**config.mk**
```make
export PLATFORM = sky130hd
export DESIGN_NAME = ring_agg_node
export DESIGN_NICKNAME = d
export VERILOG_FILES = /design/src/rtl/ring_node_pkg.sv /design/src/rtl/ring_rx_buffer.sv /design/src/rtl/ring_turn_detect.sv /design/src/rtl/ring_tx_engine.sv /design/src/rtl/ring_agg_node.sv
export SDC_FILE = /design/constraint.sdc
export NUM_CORES = 1
export LEC_CHECK = 0
export ABC_CLOCK_PERIOD_IN_PS = 4500
export BUFFER_PORTS_ARGS = -buffer_cell sky130_fd_sc_hd__clkbuf_2
export CAP_MARGIN = 25
export CORE_UTILIZATION = 68
export DETAILED_ROUTE_END_ITERATION = 8
export PLACE_DENSITY = 0.88
export SLEW_MARGIN = 5
export SYNTH_ARGS = -nofsm -noshare
export SYNTH_HDL_FRONTEND = slang
export SYNTH_SLANG_ARGS = --single-unit
```
**constraint.sdc**
```tcl
create_clock -name clk -period 4.5 [get_ports clk]
set_clock_uncertainty 0.2 [all_clocks]
set_input_delay 0.9 -clock clk [delete_from_list [all_inputs] [get_ports clk]]
set_output_delay 0.9 -clock clk [all_outputs]
set_load 0.05 [all_outputs]
```
**src/rtl/ring_node_pkg.sv**
```systemverilog
`timescale 1ns/1ps
package ring_node_pkg;
  localparam int NIB_W = 4;
  localparam int ID_W  = 6;
  localparam logic [ID_W-1:0] START_ID = 6'h3F;

  typedef enum logic [1:0] {TX_IDLE, TX_FWD, TX_OWN, TX_GAP} tx_state_t;

  // Source ID whose packet hands the turn to station `id`.
  function automatic logic [ID_W-1:0] pred_of(input int unsigned id);
    return (id == 0) ? START_ID : ID_W'(id - 1);
  endfunction
endpackage

```
**src/rtl/ring_rx_buffer.sv**
```systemverilog
`timescale 1ns/1ps
module ring_rx_buffer
  import ring_node_pkg::*;
#(
  parameter int DEPTH = 128
) (
  input  logic             clk,
  input  logic             rst,
  input  logic             in_en,
  input  logic [NIB_W-1:0] in_dat,
  input  logic             rd,
  output logic [NIB_W-1:0] rd_dat,
  output logic             rd_last,
  output logic             empty,
  output logic             full,
  output logic             wr
);
  localparam int AW = $clog2(DEPTH);

  logic             armed;
  logic             cap_en;
  logic [NIB_W-1:0] cap_dat;
  logic [AW:0]      wp, rp;
  logic [NIB_W:0]   mem [DEPTH];

  assign wr = cap_en;

  // One capture stage so the end of a packet is known when its last nibble is stored.
  always_ff @(posedge clk) begin
    if (rst) begin
      armed   <= 1'b0;
      cap_en  <= 1'b0;
      cap_dat <= '0;
      wp      <= '0;
      rp      <= '0;
    end else begin
      armed   <= armed | ~in_en;
      cap_en  <= in_en & armed;
      cap_dat <= in_dat;
      if (wr) wp <= wp + 1'b1;
      if (rd) rp <= rp + 1'b1;
    end
  end

  always_ff @(posedge clk) begin
    if (wr) mem[wp[AW-1:0]] <= {~in_en, cap_dat};
  end

  assign {rd_last, rd_dat} = mem[rp[AW-1:0]];
  assign empty = (wp == rp);
  assign full  = (wp[AW] != rp[AW]) && (wp[AW-1:0] == rp[AW-1:0]);
endmodule

```
**src/rtl/ring_turn_detect.sv**
```systemverilog
`timescale 1ns/1ps
module ring_turn_detect
  import ring_node_pkg::*;
#(
  parameter int NODE_ID = 0
) (
  input  logic             clk,
  input  logic             rst,
  input  logic             pop,
  input  logic [NIB_W-1:0] pop_dat,
  input  logic             pop_last,
  input  logic             own_start,
  output logic             turn_pending
);
  localparam logic [ID_W-1:0] PRED_ID = pred_of(NODE_ID);
  localparam int LO_W = ID_W - NIB_W;

  logic [1:0]       pos;
  logic [NIB_W-1:0] id_hi;
  logic [LO_W-1:0]  id_lo;

  always_ff @(posedge clk) begin
    if (rst) begin
      pos          <= '0;
      id_hi        <= '0;
      id_lo        <= '0;
      turn_pending <= 1'b0;
    end else begin
      if (own_start) turn_pending <= 1'b0;
      if (pop) begin
        if (pos == 2'd0) id_hi <= pop_dat;
        if (pos == 2'd1) id_lo <= pop_dat[NIB_W-1 -: LO_W];
        if (pop_last) begin
          pos <= '0;
          if ({id_hi, id_lo} == PRED_ID) turn_pending <= 1'b1;
        end else if (pos != 2'd2) begin
          pos <= pos + 2'd1;
        end
      end
    end
  end
endmodule

```
**src/rtl/ring_tx_engine.sv**
```systemverilog
`timescale 1ns/1ps
module ring_tx_engine
  import ring_node_pkg::*;
#(
  parameter int NODE_ID = 0,
  parameter int LEN_W   = 4,
  parameter int WORD_W  = 16
) (
  input  logic              clk,
  input  logic              rst,
  input  logic              turn_pending,
  input  logic              buf_empty,
  input  logic [NIB_W-1:0]  buf_dat,
  input  logic              buf_last,
  output logic              buf_rd,
  output logic              own_start,
  input  logic [LEN_W-1:0]  loc_len,
  input  logic [WORD_W-1:0] loc_word,
  output logic              loc_pop,
  output logic              out_en,
  output logic [NIB_W-1:0]  out_dat,
  output logic              out_last
);
  localparam int NPW   = WORD_W / NIB_W;
  localparam int POS_W = (NPW > 1) ? $clog2(NPW) : 1;
  localparam int IDX_W = $clog2(3 + NPW * ((1 << LEN_W) - 1) + 1);
  localparam int SH_W  = WORD_W - NIB_W;
  localparam logic [ID_W-1:0] MY_ID = ID_W'(NODE_ID);

  tx_state_t        state;
  logic [IDX_W-1:0] idx, last_idx;
  logic [LEN_W-1:0] len_q;
  logic [POS_W-1:0] pos;
  logic [SH_W-1:0]  sh;
  logic             payload;
  logic [NIB_W-1:0] own_nib;

  assign payload   = idx > IDX_W'(2);
  assign own_start = (state == TX_IDLE) && turn_pending;
  assign buf_rd    = (state == TX_FWD) ||
                     ((state == TX_IDLE) && !turn_pending && !buf_empty);
  assign loc_pop   = (state == TX_OWN) && payload && (pos == '0);

  always_comb begin
    if (idx == IDX_W'(1))      own_nib = {MY_ID[ID_W-NIB_W-1:0], |len_q, 1'b0};
    else if (idx == IDX_W'(2)) own_nib = NIB_W'(len_q);
    else if (pos == '0)        own_nib = loc_word[WORD_W-1 -: NIB_W];
    else                       own_nib = sh[SH_W-1 -: NIB_W];
  end

  always_ff @(posedge clk) begin
    if (rst) begin
      state    <= TX_IDLE;
      out_en   <= 1'b0;
      out_dat  <= '0;
      out_last <= 1'b0;
      idx      <= '0;
      last_idx <= '0;
      len_q    <= '0;
      pos      <= '0;
      sh       <= '0;
    end else begin
      case (state)
        TX_IDLE: begin
          if (turn_pending) begin
            out_en   <= 1'b1;
            out_dat  <= MY_ID[ID_W-1 -: NIB_W];
            out_last <= 1'b0;
            len_q    <= loc_len;
            last_idx <= IDX_W'(2) + IDX_W'(NPW) * IDX_W'(loc_len);
            idx      <= IDX_W'(1);
            pos      <= '0;
            state    <= TX_OWN;
          end else if (!buf_empty) begin
            out_en   <= 1'b1;
            out_dat  <= buf_dat;
            out_last <= buf_last;
            state    <= buf_last ? TX_GAP : TX_FWD;
          end else begin
            out_en   <= 1'b0;
            out_last <= 1'b0;
          end
        end
        TX_FWD: begin
          out_en   <= 1'b1;
          out_dat  <= buf_dat;
          out_last <= buf_last;
          if (buf_last) state <= TX_GAP;
        end
        TX_OWN: begin
          out_en   <= 1'b1;
          out_dat  <= own_nib;
          out_last <= (idx == last_idx);
          idx      <= idx + 1'b1;
          if (payload) begin
            pos <= (pos == POS_W'(NPW - 1)) ? '0 : pos + 1'b1;
            sh  <= (pos == '0) ? loc_word[SH_W-1:0] : (sh << NIB_W);
          end
          if (idx == last_idx) state <= TX_GAP;
        end
        default: begin
          out_en   <= 1'b0;
          out_last <= 1'b0;
          state    <= TX_IDLE;
        end
      endcase
    end
  end
endmodule

```
**src/rtl/ring_agg_node.sv**
```systemverilog
`timescale 1ns/1ps
module ring_agg_node
  import ring_node_pkg::*;
#(
  parameter int NODE_ID   = 0,
  parameter int LEN_W     = 4,
  parameter int WORD_W    = 16,
  parameter int BUF_DEPTH = 128
) (
  input  logic              clk,
  input  logic              rst,
  input  logic              up_en,
  input  logic [NIB_W-1:0]  up_dat,
  output logic              dn_en,
  output logic [NIB_W-1:0]  dn_dat,
  input  logic [LEN_W-1:0]  loc_len,
  input  logic [WORD_W-1:0] loc_word,
  output logic              loc_pop
);
  logic             buf_rd, buf_wr, buf_empty, buf_full, buf_last;
  logic [NIB_W-1:0] buf_dat;
  logic             turn_pending, own_start, tx_last;

  ring_rx_buffer #(.DEPTH(BUF_DEPTH)) u_rx (
    .clk(clk), .rst(rst), .in_en(up_en), .in_dat(up_dat),
    .rd(buf_rd), .rd_dat(buf_dat), .rd_last(buf_last),
    .empty(buf_empty), .full(buf_full), .wr(buf_wr)
  );

  ring_turn_detect #(.NODE_ID(NODE_ID)) u_turn (
    .clk(clk), .rst(rst), .pop(buf_rd), .pop_dat(buf_dat),
    .pop_last(buf_last), .own_start(own_start), .turn_pending(turn_pending)
  );

  ring_tx_engine #(.NODE_ID(NODE_ID), .LEN_W(LEN_W), .WORD_W(WORD_W)) u_tx (
    .clk(clk), .rst(rst), .turn_pending(turn_pending),
    .buf_empty(buf_empty), .buf_dat(buf_dat), .buf_last(buf_last),
    .buf_rd(buf_rd), .own_start(own_start),
    .loc_len(loc_len), .loc_word(loc_word), .loc_pop(loc_pop),
    .out_en(dn_en), .out_dat(dn_dat), .out_last(tx_last)
  );
endmodule

```
==> out/results.env <==
POSTSYNTH.ASYNCRESETSHARE=0
FIN_TNS_SETUP_PS=0
POST_ROUTE_ANTENNA_NET_VIOLATION_COUNT=0
PLACE_INST=2117
NET-SWITCHING-POWER_mW=3.96
HOLD_PATH_END='u_rx.armed'
WORSTHOLDPATHTYPE='reg -> reg'
WORSTPATHREQUIRED_PS=4710
FINAL_CORE_UTILIZATION=0.759
CLK-INSERTION-DELAY-LATE_PS=610
DRT_PRE_ANTENNA_ITERS=8
DIE_W_UM=207
SYNTH_NETS=1652
PLACEDINSTANCEAREA_UM2=29300
SEQ_POWER_SHARE=0.490
CELLPOWERDENSITY_nW_PER_UM2=490
FINAL_NETS=1696
ENDPOINT_KIND='flop'
NETLIST_AREA_UM2=28700
CLK_SINK_COUNT=710
FINALNONFILLERCELLS=2236
MINIMUM_SETUP_SLACK_IN_THE_FINAL_DESIGN_PS=495
FINAL.PERIOD_UTILIZATION=0.890
REG2REG_SETUP_SLACK_PS=500
DIE_HEIGHT_UM=207
INITIALDRTVIOLATIONCOUNT=2382
ROWS=74
FIRST_GLOBAL_VIAS=16200
TOTAL_OF_MAX_CAP_VIOLATIONS=0
PLACE.DETAILED.HPWL_UM=40000
TIMING.RR.END='u_tx.out_dat[0]'
DESIGN.CORE.AREA_UM2=41200
YS_TOP_CELLS_BY_AREA='sky130_fd_sc_hd__edfxtp_1, sky130_fd_sc_hd__mux4_2, sky130_fd_sc_hd__dfxtp_1'
YS_WARN_COUNT=0
CRIT_PATH_START_KIND='flop'
INITIAL_CORE_UTIL=0.696
AREAGROWTHSYNTHTOFINISH_PCT=9.02
CELL_COUNT_OF_THE_WORST_HOLD_PATH=1
COMBPWRFRAC=0.162
FINAL_LAYOUT_SIZE_SUFFIX_GT1_FRAC=0.174
GRT_OVERFLOW=0
POST_SYNTH_MOST_FREQUENT_CELLS='sky130_fd_sc_hd__edfxtp_1, sky130_fd_sc_hd__nor2_1, sky130_fd_sc_hd__mux4_2'
HOLD_VIOLATIONS=0
TOTALWIRELENGTH_UM=67500
POST-SYNTH-TOP-AREA-CELL='sky130_fd_sc_hd__edfxtp_1'
GRT_MAX_DEGREE=95
MAX_FREQ_MHz=250
CTS_HOLD_BUF=0
IO_BUFFER_COUNT=32
FINAL-MAX-SLEW-VIOLATION-COUNT=0
PREVAILING_POST_SYNTH_REGISTER_CELL='sky130_fd_sc_hd__edfxtp_1'
PATH_MAX_FANOUT=47
CTS_INSERTED_BUFFERS=68
RSZ0062_AT_GRT='false'
TIGHTEST_SLEW_MARGIN_RELATIVE_TO_THE_LIMIT=0.255
POST_CTS_RESIZE_COUNT=0
DETAILROUTE.VIA_COUNT=16100
DIODES=0
TIMING.CRITICAL_PATH.ARRIVAL_PS=4220
GLOBALROUTETOTALUTIL=0.320
CLOCK_SLEW_SEEN_BY_THE_REGISTERS_OF_THE_WORST_SETUP_AND_HOLD_PATHS_PS=60
IR_DROP_mV=0.327
SEQ_AREA_FRAC_SYNTH=0.719
CRITICAL-PATH-MAX-STAGE-DELAY_PS=760
GPL.FINAL_WEIGHTED_CONGESTION=0.971
TIMING.HOLD.WORST.START='u_rx.armed'
WORST_MARGIN_PIN_SLEW_PS=1110
IO_PINS=33
H-TREE-DEPTH=3
SYNTH.AVG_CELL_AREA_UM2=17.8
FP.DIEAREA_UM2=43000
POWER.SWITCHING_FRACTION=0.258
POWER.LEAKAGE_nW=9.88
FINAL_PERIOD_MINUS_WORST_SETUP_SLACK_PS=4000
CTS.REPAIR_TIMING.SETUP_BUFFER_COUNT=0
SYNTH_ENABLE_FLOP_CELLS=640
PRECTSSETUPSLACK_PS=678
P_CLK_FRAC=0.347
CTS-ROOT-BUF='sky130_fd_sc_hd__clkbuf_16'
CRITICAL_PATH.SLOWEST_CELL='sky130_fd_sc_hd__dfxtp_4'
TRITONCTS_CLOCK_TREE='done'
YOSYS_REGISTER_BITS=710
YOSYS_TOP_CELL_AREA_SHARE=0.670
SETUP.WORST_PATH.CLASS='reg -> reg'
CELLINTERNALPOWER_mW=11.4
SYNTH_CELL_TYPES=61
ANTENNA_FOUND_INITIAL=0
POST_DRT_VIA_CELL_RATIO=7.19
WIRE_PER_INST_UM=30.2
POST_SYN_INSTANCES=1611
GRT_FIRST_PASS_WIRELENGTH_UM=101000
RUN_STATUS='finished clean'
CLOCK_TREE.BUFFER_DEPTH=3
POSTLAYOUTCELLAREA_UM2=31300
CRIT_PATH_CELL_TRACE='buf_12 > mux4_1 > mux4_2 > a22oi_1 > and4_1 > o221ai_1'
LEADING_CELL_TYPE_BY_NUMBER_OF_INSTANCES_AFTER_SYNTHESIS='sky130_fd_sc_hd__edfxtp_1'
WORSTREGTOREGCELLS=6
DRC=0
FINAL-SETUP-VIOL-COUNT=0
how the worst max path moves through the flow:
stage | startpoint | endpoint | slack (ps)
2_1_floorplan | up_en | u_rx.mem[0][4] | 1520
5_1_grt | flop | u_turn.turn_pending | 420
3_5_place_dp | flop | u_turn.turn_pending | 680
6_report | flop | u_tx.out_dat[0] | 500
4_1_cts | flop | u_turn.turn_pending | 600
3_3_place_gp | flop | u_turn.turn_pending | 690
critical path, delay by kind of cell, from the launching register on:
family | cells | cell delay (ps)
buf+inv | 1 | 400
flops | 1 | 760
mux | 2 | 1180
compound gates | 2 | 760
simple gates | 1 | 430
sequential cells by signal, summed over array words and instances (netlist names), 2 cells and up, named ones only:
register / flops
u_rx.cap_dat: 4
u_rx.mem: 640
u_rx.rp: 8
u_rx.wp: 8
u_turn.id_hi: 4
u_turn.id_lo: 2
u_turn.pos: 2
u_tx.idx: 6
u_tx.len_q: 4
u_tx.out_dat: 4
u_tx.pos: 2
u_tx.sh: 12
u_tx.state: 2
power by group through the flow:
stage / registers [mW] / logic (mW) / clock network, mW
floorplan: 7.55 / 1.96 / 0
finish: 7.51 / 2.49 / 5.32
global placement: 7.63 / 2.34 / 0
CTS: 7.51 / 2.46 / 5.33
detailed placement: 7.64 / 2.40 / 0
global route: 7.52 / 2.60 / 5.56
per-stage QoR:
stage | hold WS [ps] | power (mW)
after CTS | 253 | 15.3
after global placement | 230 | 9.97
final | 251 | 15.3
after global routing | 277 | 15.7
after floorplan | 220 | 9.52
after detailed placement | 240 | 10.0
final cells by class:
class / count / area (um^2)
Sequential cell: 710 / 20600
Fill cell: 2076 / 9930
Multi-Input combinational cell: 798 / 7450
Clock buffer: 91 / 1850
Tap cell: 532 / 666
Timing Repair Buffer: 59 / 425
Clock inverter: 28 / 164
Inverter: 18 / 68.8
metal layers:
metal | GRT usage | wire length, um | up-vias | part of all wire
met2 | 0.512 | 32500 | 1315 | 0.48
met3 | 0.0699 | 7500 | 293 | 0.11
met5 | 0 | 0 | - | 0
li1 | - | - | 6498 | -
met1 | 0.419 | 23600 | 7977 | 0.35
met4 | 0.166 | 3910 | 0 | 0.058
cell families (layout without fill, tap and decap cells):
| group | count (synthesis) | count (layout) | share of synthesized area |
|---|---|---|---|
| flip-flops | 710 | 710 | 0.719 |
| multiplexers | 235 | 235 | 0.152 |
| AO/OA/AOI/OAI | 137 | 137 | 0.0332 |
| buffers and inverters | 103 | 196 | 0.0214 |
| AND/OR/NAND/NOR | 382 | 382 | 0.0596 |
| adder cells (fa/ha/maj) | 14 | 14 | 0.00611 |
| XOR/XNOR | 30 | 30 | 0.00916 |
layout by cell type, fill, tap and decap left out, types with 14 or more instances in the layout:
master / n
sky130_fd_sc_hd__clkbuf_2: 32
sky130_fd_sc_hd__mux4_1: 23
sky130_fd_sc_hd__clkinv_2: 14
sky130_fd_sc_hd__a22oi_1: 17
sky130_fd_sc_hd__a21oi_1: 26
sky130_fd_sc_hd__clkbuf_16: 71
sky130_fd_sc_hd__nand3_1: 31
sky130_fd_sc_hd__o21ai_0: 22
sky130_fd_sc_hd__mux2i_1: 76
sky130_fd_sc_hd__nor2b_1: 24
sky130_fd_sc_hd__buf_4: 22
sky130_fd_sc_hd__nand2_1: 74
sky130_fd_sc_hd__clkbuf_1: 20
sky130_fd_sc_hd__ha_1: 14
sky130_fd_sc_hd__xor2_1: 22
sky130_fd_sc_hd__mux4_2: 129
sky130_fd_sc_hd__a211oi_1: 17
sky130_fd_sc_hd__inv_1: 16
sky130_fd_sc_hd__edfxtp_1: 640
sky130_fd_sc_hd__dfxtp_1: 62
sky130_fd_sc_hd__nor2_1: 188
No activity file was read; power rests on OpenSTA's default activity.
